File: config.mk
export PLATFORM = sky130hd
export DESIGN_NAME = cfg_rom_stream
export DESIGN_NICKNAME = d
export VERILOG_FILES = /design/src/rtl/cfgrom_pkg.sv /design/src/rtl/cfgrom_store.sv /design/src/rtl/cfgrom_seq.sv /design/src/rtl/cfgrom_drive.sv /design/src/rtl/cfg_rom_stream.sv
export SDC_FILE = /design/constraint.sdc
export NUM_CORES = 1
export LEC_CHECK = 0
export BUFFER_PORTS_ARGS = -buffer_cell sky130_fd_sc_hd__buf_2
export CAP_MARGIN = 25
export CORE_ASPECT_RATIO = 1.2
export CORE_MARGIN = 1
export CORE_UTILIZATION = 52
export CTS_CLUSTER_SIZE = 8
export DETAILED_ROUTE_END_ITERATION = 7
export GPL_TIMING_DRIVEN = 0
export PLACE_DENSITY = 0.79
export SYNTH_ARGS = -nofsm -noshare
export SYNTH_HDL_FRONTEND = slang
export SYNTH_HIERARCHICAL = 1
export SYNTH_SLANG_ARGS = --single-unit
File: constraint.sdc
create_clock -name clk_i -period 2.62 [get_ports clk_i]
set_input_delay 0.393 -clock clk_i [delete_from_list [all_inputs] [get_ports clk_i]]
set_output_delay 0.393 -clock clk_i [all_outputs]
set_load 0.03 [all_outputs]
File: src/rtl/cfgrom_pkg.sv
package cfgrom_pkg;

    localparam int unsigned BYTE_W = 8;
    localparam int unsigned BIT_W  = $clog2(BYTE_W);

    typedef enum logic {
        XFER_SERIAL = 1'b0,
        XFER_BYTE   = 1'b1
    } xfer_mode_e;

    typedef struct packed {
        logic       en;
        xfer_mode_e mode;
        logic       busy;
    } step_ctl_t;

    function automatic logic [BYTE_W-1:0] image_word(input int unsigned a);
        int unsigned v;
        v = (a * 29 + 71) % 256;
        return BYTE_W'(v);
    endfunction

endpackage

File: src/rtl/cfgrom_store.sv
module cfgrom_store
    import cfgrom_pkg::*;
#(
    parameter int unsigned DEPTH = 16,
    localparam int unsigned AW   = (DEPTH > 1) ? $clog2(DEPTH) : 1
) (
    input  logic [AW-1:0]     addr_i,
    output logic [BYTE_W-1:0] word_o
);

    logic [BYTE_W-1:0] cells [DEPTH];

    for (genvar i = 0; i < DEPTH; i++) begin : g_cell
        assign cells[i] = image_word(i);
    end

    assign word_o = cells[addr_i];

endmodule

File: src/rtl/cfgrom_seq.sv
module cfgrom_seq
    import cfgrom_pkg::*;
#(
    parameter int unsigned DEPTH = 16,
    localparam int unsigned AW   = (DEPTH > 1) ? $clog2(DEPTH) : 1,
    localparam logic [AW-1:0] LAST = AW'(DEPTH - 1)
) (
    input  logic             clk_i,
    input  logic             rst_i,
    input  logic             oe_clr_n_i,
    input  step_ctl_t        ctl_i,
    output logic [AW-1:0]    addr_o,
    output logic [BIT_W-1:0] bitp_o,
    output logic             done_o
);

    logic step;
    logic word_end;

    assign step     = ctl_i.en && !done_o &&
                      ((ctl_i.mode == XFER_SERIAL) || !ctl_i.busy);
    assign word_end = (ctl_i.mode == XFER_BYTE) ||
                      (bitp_o == BIT_W'(BYTE_W - 1));

    always_ff @(posedge clk_i or negedge oe_clr_n_i) begin
        if (!oe_clr_n_i) begin
            addr_o <= '0;
            bitp_o <= '0;
            done_o <= 1'b0;
        end else if (rst_i) begin
            addr_o <= '0;
            bitp_o <= '0;
            done_o <= 1'b0;
        end else if (step) begin
            if (ctl_i.mode == XFER_SERIAL) begin
                bitp_o <= word_end ? '0 : bitp_o + 1'b1;
            end
            if (word_end) begin
                if (addr_o == LAST) begin
                    done_o <= 1'b1;
                end else begin
                    addr_o <= addr_o + 1'b1;
                end
            end
        end
    end

    AST_HOLD_WHEN_OFF: assert property (@(posedge clk_i) disable iff (rst_i || !oe_clr_n_i)
        !ctl_i.en |=> ($stable(addr_o) && $stable(bitp_o)));

    AST_BUSY_STALL: assert property (@(posedge clk_i) disable iff (rst_i || !oe_clr_n_i)
        (ctl_i.en && ctl_i.mode == XFER_BYTE && ctl_i.busy) |=> $stable(addr_o));

    AST_DONE_STICKY: assert property (@(posedge clk_i) disable iff (rst_i || !oe_clr_n_i)
        done_o |=> done_o);

    AST_SERIAL_INWORD: assert property (@(posedge clk_i) disable iff (rst_i || !oe_clr_n_i)
        (ctl_i.en && ctl_i.mode == XFER_SERIAL && !done_o && bitp_o != BIT_W'(BYTE_W - 1))
        |=> ($stable(addr_o) && bitp_o == BIT_W'($past(bitp_o) + 1'b1)));

    AST_BYTE_ADVANCE: assert property (@(posedge clk_i) disable iff (rst_i || !oe_clr_n_i)
        (ctl_i.en && ctl_i.mode == XFER_BYTE && !ctl_i.busy && !done_o && addr_o != LAST)
        |=> (addr_o == AW'($past(addr_o) + 1'b1)));

endmodule

File: src/rtl/cfgrom_drive.sv
module cfgrom_drive
    import cfgrom_pkg::*;
(
    input  logic              clk_i,
    input  logic              rst_i,
    input  logic              en_i,
    input  xfer_mode_e        mode_i,
    input  logic              prog_i,
    input  logic              done_i,
    input  logic [BYTE_W-1:0] word_i,
    input  logic [BIT_W-1:0]  bitp_i,
    output logic [BYTE_W-1:0] data_o,
    output logic [BYTE_W-1:0] data_en_o,
    output logic              chain_en_n_o
);

    logic present;
    logic cur_bit;

    assign present = en_i && !done_i;
    assign cur_bit = word_i[BIT_W'(BYTE_W - 1) - bitp_i];

    always_comb begin
        data_o    = '0;
        data_en_o = '0;
        if (present) begin
            if (mode_i == XFER_BYTE) begin
                data_o    = word_i;
                data_en_o = '1;
            end else begin
                data_o[0]    = cur_bit;
                data_en_o[0] = 1'b1;
            end
        end
    end

    assign chain_en_n_o = prog_i || !done_i;

    AST_PROG_SAFE: assert property (@(posedge clk_i) disable iff (rst_i)
        prog_i |-> (chain_en_n_o && data_en_o == '0));

    AST_RELEASED_AFTER_END: assert property (@(posedge clk_i) disable iff (rst_i)
        (done_i && !prog_i) |-> (!chain_en_n_o && data_en_o == '0));

    AST_SERIAL_ONE_PIN: assert property (@(posedge clk_i) disable iff (rst_i)
        (mode_i == XFER_SERIAL) |-> (data_en_o[BYTE_W-1:1] == '0));

endmodule

File: src/rtl/cfg_rom_stream.sv
module cfg_rom_stream
    import cfgrom_pkg::*;
#(
    parameter int unsigned DEPTH = 16
) (
    input  logic        clk_i,
    input  logic        rst_i,
    input  logic        sel_n_i,
    input  logic        oe_clr_n_i,
    input  logic        cfg_go_i,
    input  logic        busy_i,
    input  logic        byte_mode_i,
    input  logic        prog_i,
    output logic [7:0]  data_o,
    output logic [7:0]  data_en_o,
    output logic        chain_en_n_o
);

    localparam int unsigned AW = (DEPTH > 1) ? $clog2(DEPTH) : 1;

    step_ctl_t         ctl;
    logic [AW-1:0]     addr;
    logic [BIT_W-1:0]  bitp;
    logic              done;
    logic [BYTE_W-1:0] word;

    assign ctl.en   = !sel_n_i && oe_clr_n_i && cfg_go_i && !prog_i;
    assign ctl.mode = byte_mode_i ? XFER_BYTE : XFER_SERIAL;
    assign ctl.busy = busy_i;

    cfgrom_store #(.DEPTH(DEPTH)) u_store (
        .addr_i (addr),
        .word_o (word)
    );

    cfgrom_seq #(.DEPTH(DEPTH)) u_seq (
        .clk_i      (clk_i),
        .rst_i      (rst_i),
        .oe_clr_n_i (oe_clr_n_i),
        .ctl_i      (ctl),
        .addr_o     (addr),
        .bitp_o     (bitp),
        .done_o     (done)
    );

    cfgrom_drive u_drive (
        .clk_i        (clk_i),
        .rst_i        (rst_i),
        .en_i         (ctl.en),
        .mode_i       (ctl.mode),
        .prog_i       (prog_i),
        .done_i       (done),
        .word_i       (word),
        .bitp_i       (bitp),
        .data_o       (data_o),
        .data_en_o    (data_en_o),
        .chain_en_n_o (chain_en_n_o)
    );

    AST_GATED_OFF: assert property (@(posedge clk_i) disable iff (rst_i)
        (sel_n_i || !cfg_go_i || !oe_clr_n_i) |-> (data_en_o == 8'h00 && data_o == 8'h00));

endmodule

# Word-level counts from Yosys, hierarchy flattened
# Memories as Yosys holds them, arrays and structs flattened.
# Cells that the tools add are included.
[word_totals] ff_bits=8 latchBits=0 ramBits=0 romBits=128 inputBits=8 out_inout_bits=17 wordCells=55 memories=1
[memory_table] name="(no name shown)" words=16 word_bits=8 read_ports=1 rd_clocked_by_memory_dff=0 write_ports=0 line="cfgrom_store.sv:17" rtl="assign word_o = cells[addr_i];"
[classes] n_addsub=3 n_mul=0 n_div=0 order_cmp=2 eq_ne=4 shifts=0 n_mux=22 bitwise=2 reduce_logical=18
[ops] cell="8-bit 2-to-1 mux" count=4
[ops] cell="4-bit 2-to-1 mux" count=4
[ops] cell="7-bit 2-to-1 mux" count=2
[ops] cell="3-bit 2-to-1 mux" count=4
[ops] cell="1-bit 2-to-1 mux" count=7
[ops] cell="3-bit AND reduction" count=2
[ops] cell="2-bit nonzero test" count=3
[ops] cell="5-bit greater-or-equal comparator, second input constant" count=1
[ops] cell="1-bit logical AND" count=5
[ops] cell="4-bit inverter with 5-bit output" count=1
[ops] cell="4-bit by 1-bit adder with 4-bit output, second input constant" count=1
[ops] cell="4-bit equality test, second input constant" count=1
[ops] cell="1-bit zero test" count=4
[ops] cell="3-bit by 4-bit < comparator with 1-bit output, second input constant" count=1
[ops] cell="2-bit inequality test, second input constant" count=2
[ops] cell="3-bit by 1-bit adder with 3-bit output, second input constant" count=1
[ops] cell="1-bit binary-select mux with 3-bit select" count=1
[ops] cell="3-bit equality test, second input constant" count=1
[ops] cell="1-bit logical OR" count=3
[ops] cell="3-bit subtractor, first input constant" count=1
[ops] cell="2-bit AND reduction" count=1
[ops] cell="1-bit inverter" count=1

# Longest topological paths before layout
[depth] depth_word=8 depth_mapped=8 depth_no_buf=8

# Hierarchy
# The synthesis kept the hierarchy.
[modules_own_cells] module="cfgrom_seq" instances=1 cells_each=48 area_per_inst_um2=491.7 seq_area_each_um2=200.2
[modules_own_cells] module="cfgrom_store" instances=1 cells_each=33 area_per_inst_um2=264.0 seq_area_each_um2=0.0
[modules_own_cells] module="cfgrom_drive" instances=1 cells_each=27 area_per_inst_um2=210.2 seq_area_each_um2=0.0
[modules_own_cells] module="cfg_rom_stream" instances=1 cells_each=1 area_per_inst_um2=12.5 seq_area_each_um2=0.0

# Worst setup path before layout
# No wires, ideal clock.
[synth_path] path_kind="register -> output" from="reg u_seq.addr_o[1]" to="out data_o[0]" t_arrival_ns=2.268 required_time_ns=2.227 slack_ns=-0.041 path_stages_with_launch=9 path_buffers=0 cell_sequence="dfrtp_1 > inv_1 > ha_1 > inv_2 > mux2_2 > a21oi_2 > mux2i_1 > mux4_2 > a21oi_2"
[synth_via] elab_chain_len=8
[synth_rtl] item="start, declared" line="cfgrom_seq.sv:12" rtl="output logic [AW-1:0] addr_o,"
[synth_rtl] item="start signal, assigned" line="cfgrom_seq.sv:42" rtl="addr_o <= addr_o + 1'b1;"
[synth_rtl] item="4-bit inverter with 5-bit output (not written as such)" line="cfgrom_store.sv:17"
[synth_rtl] item="memory 16 x 8 bit"
[synth_rtl] item="8-bit 2-to-1 mux (not written as such) (2 in series)" line="cfgrom_store.sv:17"
[synth_rtl] item="net word[1]" line="cfg_rom_stream.sv:25" rtl="logic [BYTE_W-1:0] word;"
[synth_rtl] item="1-bit binary-select mux with 3-bit select" line="cfgrom_drive.sv:21" rtl="assign cur_bit = word_i[BIT_W'(BYTE_W - 1) - bitp_i];"
[synth_rtl] item="1-bit 2-to-1 mux (not written as such)" line="cfgrom_drive.sv:21"
[synth_rtl] item="1-bit 2-to-1 mux" line="cfgrom_drive.sv:27" rtl="if (mode_i == XFER_BYTE) begin"
[synth_rtl] item="8-bit 2-to-1 mux" line="cfgrom_drive.sv:26" rtl="if (present) begin"
[synth_rtl] item="end, declared" line="cfg_rom_stream.sv:14" rtl="output logic [7:0] data_o,"
# The timed path passes the listed nets, and every way through them passes these cells. The select of a mux whose other input is x is not followed.

# Final worst setup path
[layout_path] from="reg u_seq.addr_o[0]" to="out data_o[0]"
[layout_via] elab_chain_len=8
[layout_rtl] item="4-bit inverter with 5-bit output (not written as such) *" line="cfgrom_store.sv:17"
[layout_rtl] item="memory 16 x 8 bit *"
[layout_rtl] item="8-bit 2-to-1 mux (not written as such) * (2 in series)" line="cfgrom_store.sv:17"
[layout_rtl] item="net word[0]" line="cfg_rom_stream.sv:25"
[layout_rtl] item="1-bit binary-select mux with 3-bit select" line="cfgrom_drive.sv:21"
[layout_rtl] item="1-bit 2-to-1 mux (not written as such)" line="cfgrom_drive.sv:21"
[layout_rtl] item="1-bit 2-to-1 mux *" line="cfgrom_drive.sv:27"
[layout_rtl] item="8-bit 2-to-1 mux *" line="cfgrom_drive.sv:26"
# The timed path passes the listed nets; every way through them passes the cells marked *. The select of a mux whose other input is x is not followed.

==> summary.txt <==
RUN STATUS
--------------------------------------------------------------------------------
Outcome                                                             complete, but fails checks
Violated checks                                                     setup timing

GLOBAL ROUTE
--------------------------------------------------------------------------------
Largest net degree at the start of global routing                             18
Wire length of the first global-routing pass                             3750 um
GRT Max-Usage Layer                                                         met2
Residual overflow from global routing                                          0
Vias in the first global route                                               894
Total Routing Usage GR                                                     23.4%
Number of antenna violations at the first check in global routing              0
Met2 Track Usage GR                                                        43.0%
Met1 usage in global routing                                               25.6%
Met3 Usage GRT                                                             1.47%

CRITICAL PATH
--------------------------------------------------------------------------------
Startpoint types                                                        register
Largest stage delay on the critical path                                  480 ps
Family with the most delay on the worst path                        multiplexers
Element type at the critical path end                                output port
Register-to-register setup slack                                          780 ps
Crit path cell chain                                                inv_4, ha_4, inv_2, mux2_4, a21oi_2, mux2i_1, mux4_2, a21oi_4, buf_6
Logic depth of the worst register-to-register path                             6
Crit-path max FO                                                               3
End of the worst register-to-register path                          u_seq/addr_o[0]$_DFFE_PN0P_
Crit Path Category                                                  register to output port
Worst path required time                                                 2230 ps
Critical Path AT                                                         2270 ps
Worst reg2reg path startpoint                                       u_seq/addr_o[0]$_DFFE_PN0P_
Crit path buffers/inverters                                                    3
Critical Path Slowest Stage Cell                                    sky130_fd_sc_hd__mux4_2

LOGIC SYNTHESIS
--------------------------------------------------------------------------------
Number of nets in the synthesized netlist                                    126
Share of async-settable or async-resettable flops after synthesis           100%
Count of synthesis-stage warnings from yosys                                   6
Gate count of the mapped netlist                                             109
Number of flops mapped to enable cells by yosys                                0
Count of distinct cell types in the synthesized netlist                       36
Synth Cell Area                                                          978 um2
Main flop type after synthesis                                      sky130_fd_sc_hd__dfrtp_1
Avg Inst Size Synth                                                     8.98 um2
Sequential area share after synthesis                                      20.5%
Register bit total from synthesis                                              8

ROUTING
--------------------------------------------------------------------------------
Total routed wirelength                                                  2210 um
Antenna-violating nets left                                                    0
Vias after detailed routing                                                  904
Number of design rule violations left after detail routing                     0
Drt wl/cell                                                              13.6 um
Average via count per standard cell                                         5.55
Iteration count of the initial detailed-routing pass                           4
Starting DRT DRC Count                                                        16

CLOCK NETWORK
--------------------------------------------------------------------------------
Root Buffer Master                                                  sky130_fd_sc_hd__clkbuf_4
Clock tree buffer depth                                                        2
Clock sinks                                                                    8
Worst-path clk slew                                                        50 ps
TritonCTS clock tree                                                         yes
H-tree lvl count                                                               1
Clk Latency, worst-skew pair                                              250 ps
Inserted Clock Buffers                                                         3

FINISH
--------------------------------------------------------------------------------
Most frequent cells in the layout                                   sky130_fd_sc_hd__buf_2 (23), sky130_fd_sc_hd__buf_4 (13), sky130_fd_sc_hd__a21oi_1 (9)
Growth of design area from synthesis to finish                             30.3%
Share of cells above drive strength 1                                      45.5%
FILL cells                                                                   128
Most common cell after layout, fill and taps aside                  sky130_fd_sc_hd__buf_2
Diode insertion count for antenna repair                                       0
Number of nets in the final layout                                           164
End-of-flow core utilization                                               74.9%
Final standard cell area without fillers                                1270 um2
Total area of sequential cells                                           203 um2
Multi-input gate area in the final layout                                679 um2

HOLD PATH
--------------------------------------------------------------------------------
Worst hold path stage count                                                    3
End point of the worst hold path                                    u_seq/addr_o[0]$_DFFE_PN0P_
Class of the most critical hold timing path                         input port to register
Worst hold start                                                           rst_i

STA
--------------------------------------------------------------------------------
Final count of hold timing violations                                          0
Final critical-path required period                                      2660 ps
Maximum frequency from static timing analysis                            376 MHz
Post-route clock period utilization                                         101%
Final-report setup violation count                                             1
Unrepaired setup endpoints after global routing                             true
Final worst-path setup slack                                            -38.5 ps
Clock Skew                                                              0.880 ps
Worst slew margin relative to its limit                                    74.5%
Slew at the pin closest to its max-slew limit                             381 ps
Worst hold slack across all endpoints                                     499 ps
Max Slew Vio Count                                                             0

PWR
--------------------------------------------------------------------------------
Power per cell area                                                   207 nW/um2
Worst supply voltage drop on vdd                                        0.206 mV
Static Leak                                                             0.627 nW

FLOORPLAN
--------------------------------------------------------------------------------
Number of rows in the core area                                               16
Overall die height                                                       49.5 um
Area inside the core boundary                                           1700 um2
Full die area                                                           2060 um2
Initial core utilization                                                   57.5%
Die Span X                                                               41.6 um
Count of pins on the block boundary                                           25

RUN
--------------------------------------------------------------------------------
Max cap viols                                                                  0

PLACED DESIGN
--------------------------------------------------------------------------------
DP Wirelength                                                            1550 um
Area post-placement                                                     1130 um2
Gp weighted congestion                                                     0.870
Quantity of I/O buffers inserted on ports                                     24

## cells in the mapped netlist, types with 2 or more instances
master / count / area [um2]
sky130_fd_sc_hd__a21oi_1: 10 / 50.1
sky130_fd_sc_hd__ha_1: 9 / 113
sky130_fd_sc_hd__and3_1: 8 / 50.1
sky130_fd_sc_hd__dfrtp_1: 8 / 200
sky130_fd_sc_hd__inv_1: 8 / 30.0
sky130_fd_sc_hd__buf_4: 7 / 52.6
sky130_fd_sc_hd__mux2i_1: 6 / 60.1
sky130_fd_sc_hd__nand2b_1: 5 / 31.3
sky130_fd_sc_hd__nor2b_1: 4 / 25.0
sky130_fd_sc_hd__a211oi_1: 3 / 22.5
sky130_fd_sc_hd__buf_6: 3 / 33.8
sky130_fd_sc_hd__mux2_1: 3 / 33.8
sky130_fd_sc_hd__nor2_1: 3 / 11.3
sky130_fd_sc_hd__o21ai_1: 3 / 15.0
sky130_fd_sc_hd__a211oi_2: 2 / 25.0
sky130_fd_sc_hd__a21oi_2: 2 / 17.5
sky130_fd_sc_hd__clkbuf_1: 2 / 7.51
sky130_fd_sc_hd__nand2_1: 2 / 7.51
sky130_fd_sc_hd__nand3_1: 2 / 10.0
sky130_fd_sc_hd__o21ai_0: 2 / 10.0
sky130_fd_sc_hd__or4b_1: 2 / 20.0
## how the worst max path moves through the flow
stage	startpoint	to	slack, ps	cells after the start
2_1_floorplan	u_seq/addr_o[1]$_DFFE_PN0P_	data_o[0]	10	8
3_3_place_gp	u_seq/addr_o[1]$_DFFE_PN0P_	data_o[0]	-210	9
3_5_place_dp	u_seq/addr_o[1]$_DFFE_PN0P_	data_o[0]	-250	9
4_1_cts	u_seq/addr_o[0]$_DFFE_PN0P_	data_o[0]	-40	9
5_1_grt	u_seq/addr_o[1]$_DFFE_PN0P_	data_o[0]	-120	9
6_report	u_seq/addr_o[0]$_DFFE_PN0P_	data_o[0]	-40	9
## flip-flops by register name, indices dropped and copies added, names as in the netlist
signal and flops:
u_seq/addr_o 4, u_seq/bitp_o 3, u_seq/done_o 1
## routing by layer
metal  wire, um  vias up
met5          0        -
met4         76        0
met3        102        8
met2       1120       33
met1        908      412
li1           -      451
## worst reg2reg max path, delay by kind of cell (launching register included)
family          cells  cell delay, ps
mux                 1             350
simple gates        1             160
compound gates      1             290
flops               1             430
fa+ha+maj           1             210
buf+inv             2             280
## kinds of logic (layout without fill, tap and decap cells)
group                      Yosys count  count (layout)  share of synthesized area (%)
AOI/OAI and AO/OA                   24              24                           16.2
xor gates and xnor gates             1               1                          0.895
adders and majority gates            9               9                           11.5
buffers and inverters               22              58                           14.4
DFF                                  8               8                           20.5
muxes                               11              11                           13.0
and+or+nand+nor                     34              34                           23.4
## layout make-up
| cell class | instances | area share, % |
|---|---|---|
| Multi-Input combinational cell | 79 | 53.3 |
| Timing Repair Buffer | 33 | 16.0 |
| Sequential cell | 8 | 15.9 |
| Buffer | 13 | 8.44 |
| Inverter | 9 | 2.85 |
| Clock buffer | 3 | 1.77 |
| Tap cell | 18 | 1.77 |
## stage by stage
step	setup TNS [ps]	total power [mW]	setup slack [ps]	instances
3_3_place_gp	-206	0.166	-206	151
2_1_floorplan	0	0.151	9.98	109
4_1_cts	-39.8	0.271	-39.8	162
6_report	-38.5	0.264	-38.5	163
5_1_grt	-117	0.279	-117	163
3_5_place_dp	-253	0.168	-253	151
## power breakdown
group	internal, mW	switching (mW)	total [mW]
sequential	0.124	0.000654	0.125
combinational	0.0187	0.0262	0.0449
clock	0.0524	0.0421	0.0945
## what timing repair did
action,in CTS,in global routing
endpoints found under the hold margin,8,0
setup endpoints to repair,1,1
pin swaps,3,1
setup buffers,7,1
gates cloned,0,0
hold buffers,1,0
resized for setup,13,2
Power figures use the tool's default switching activity.
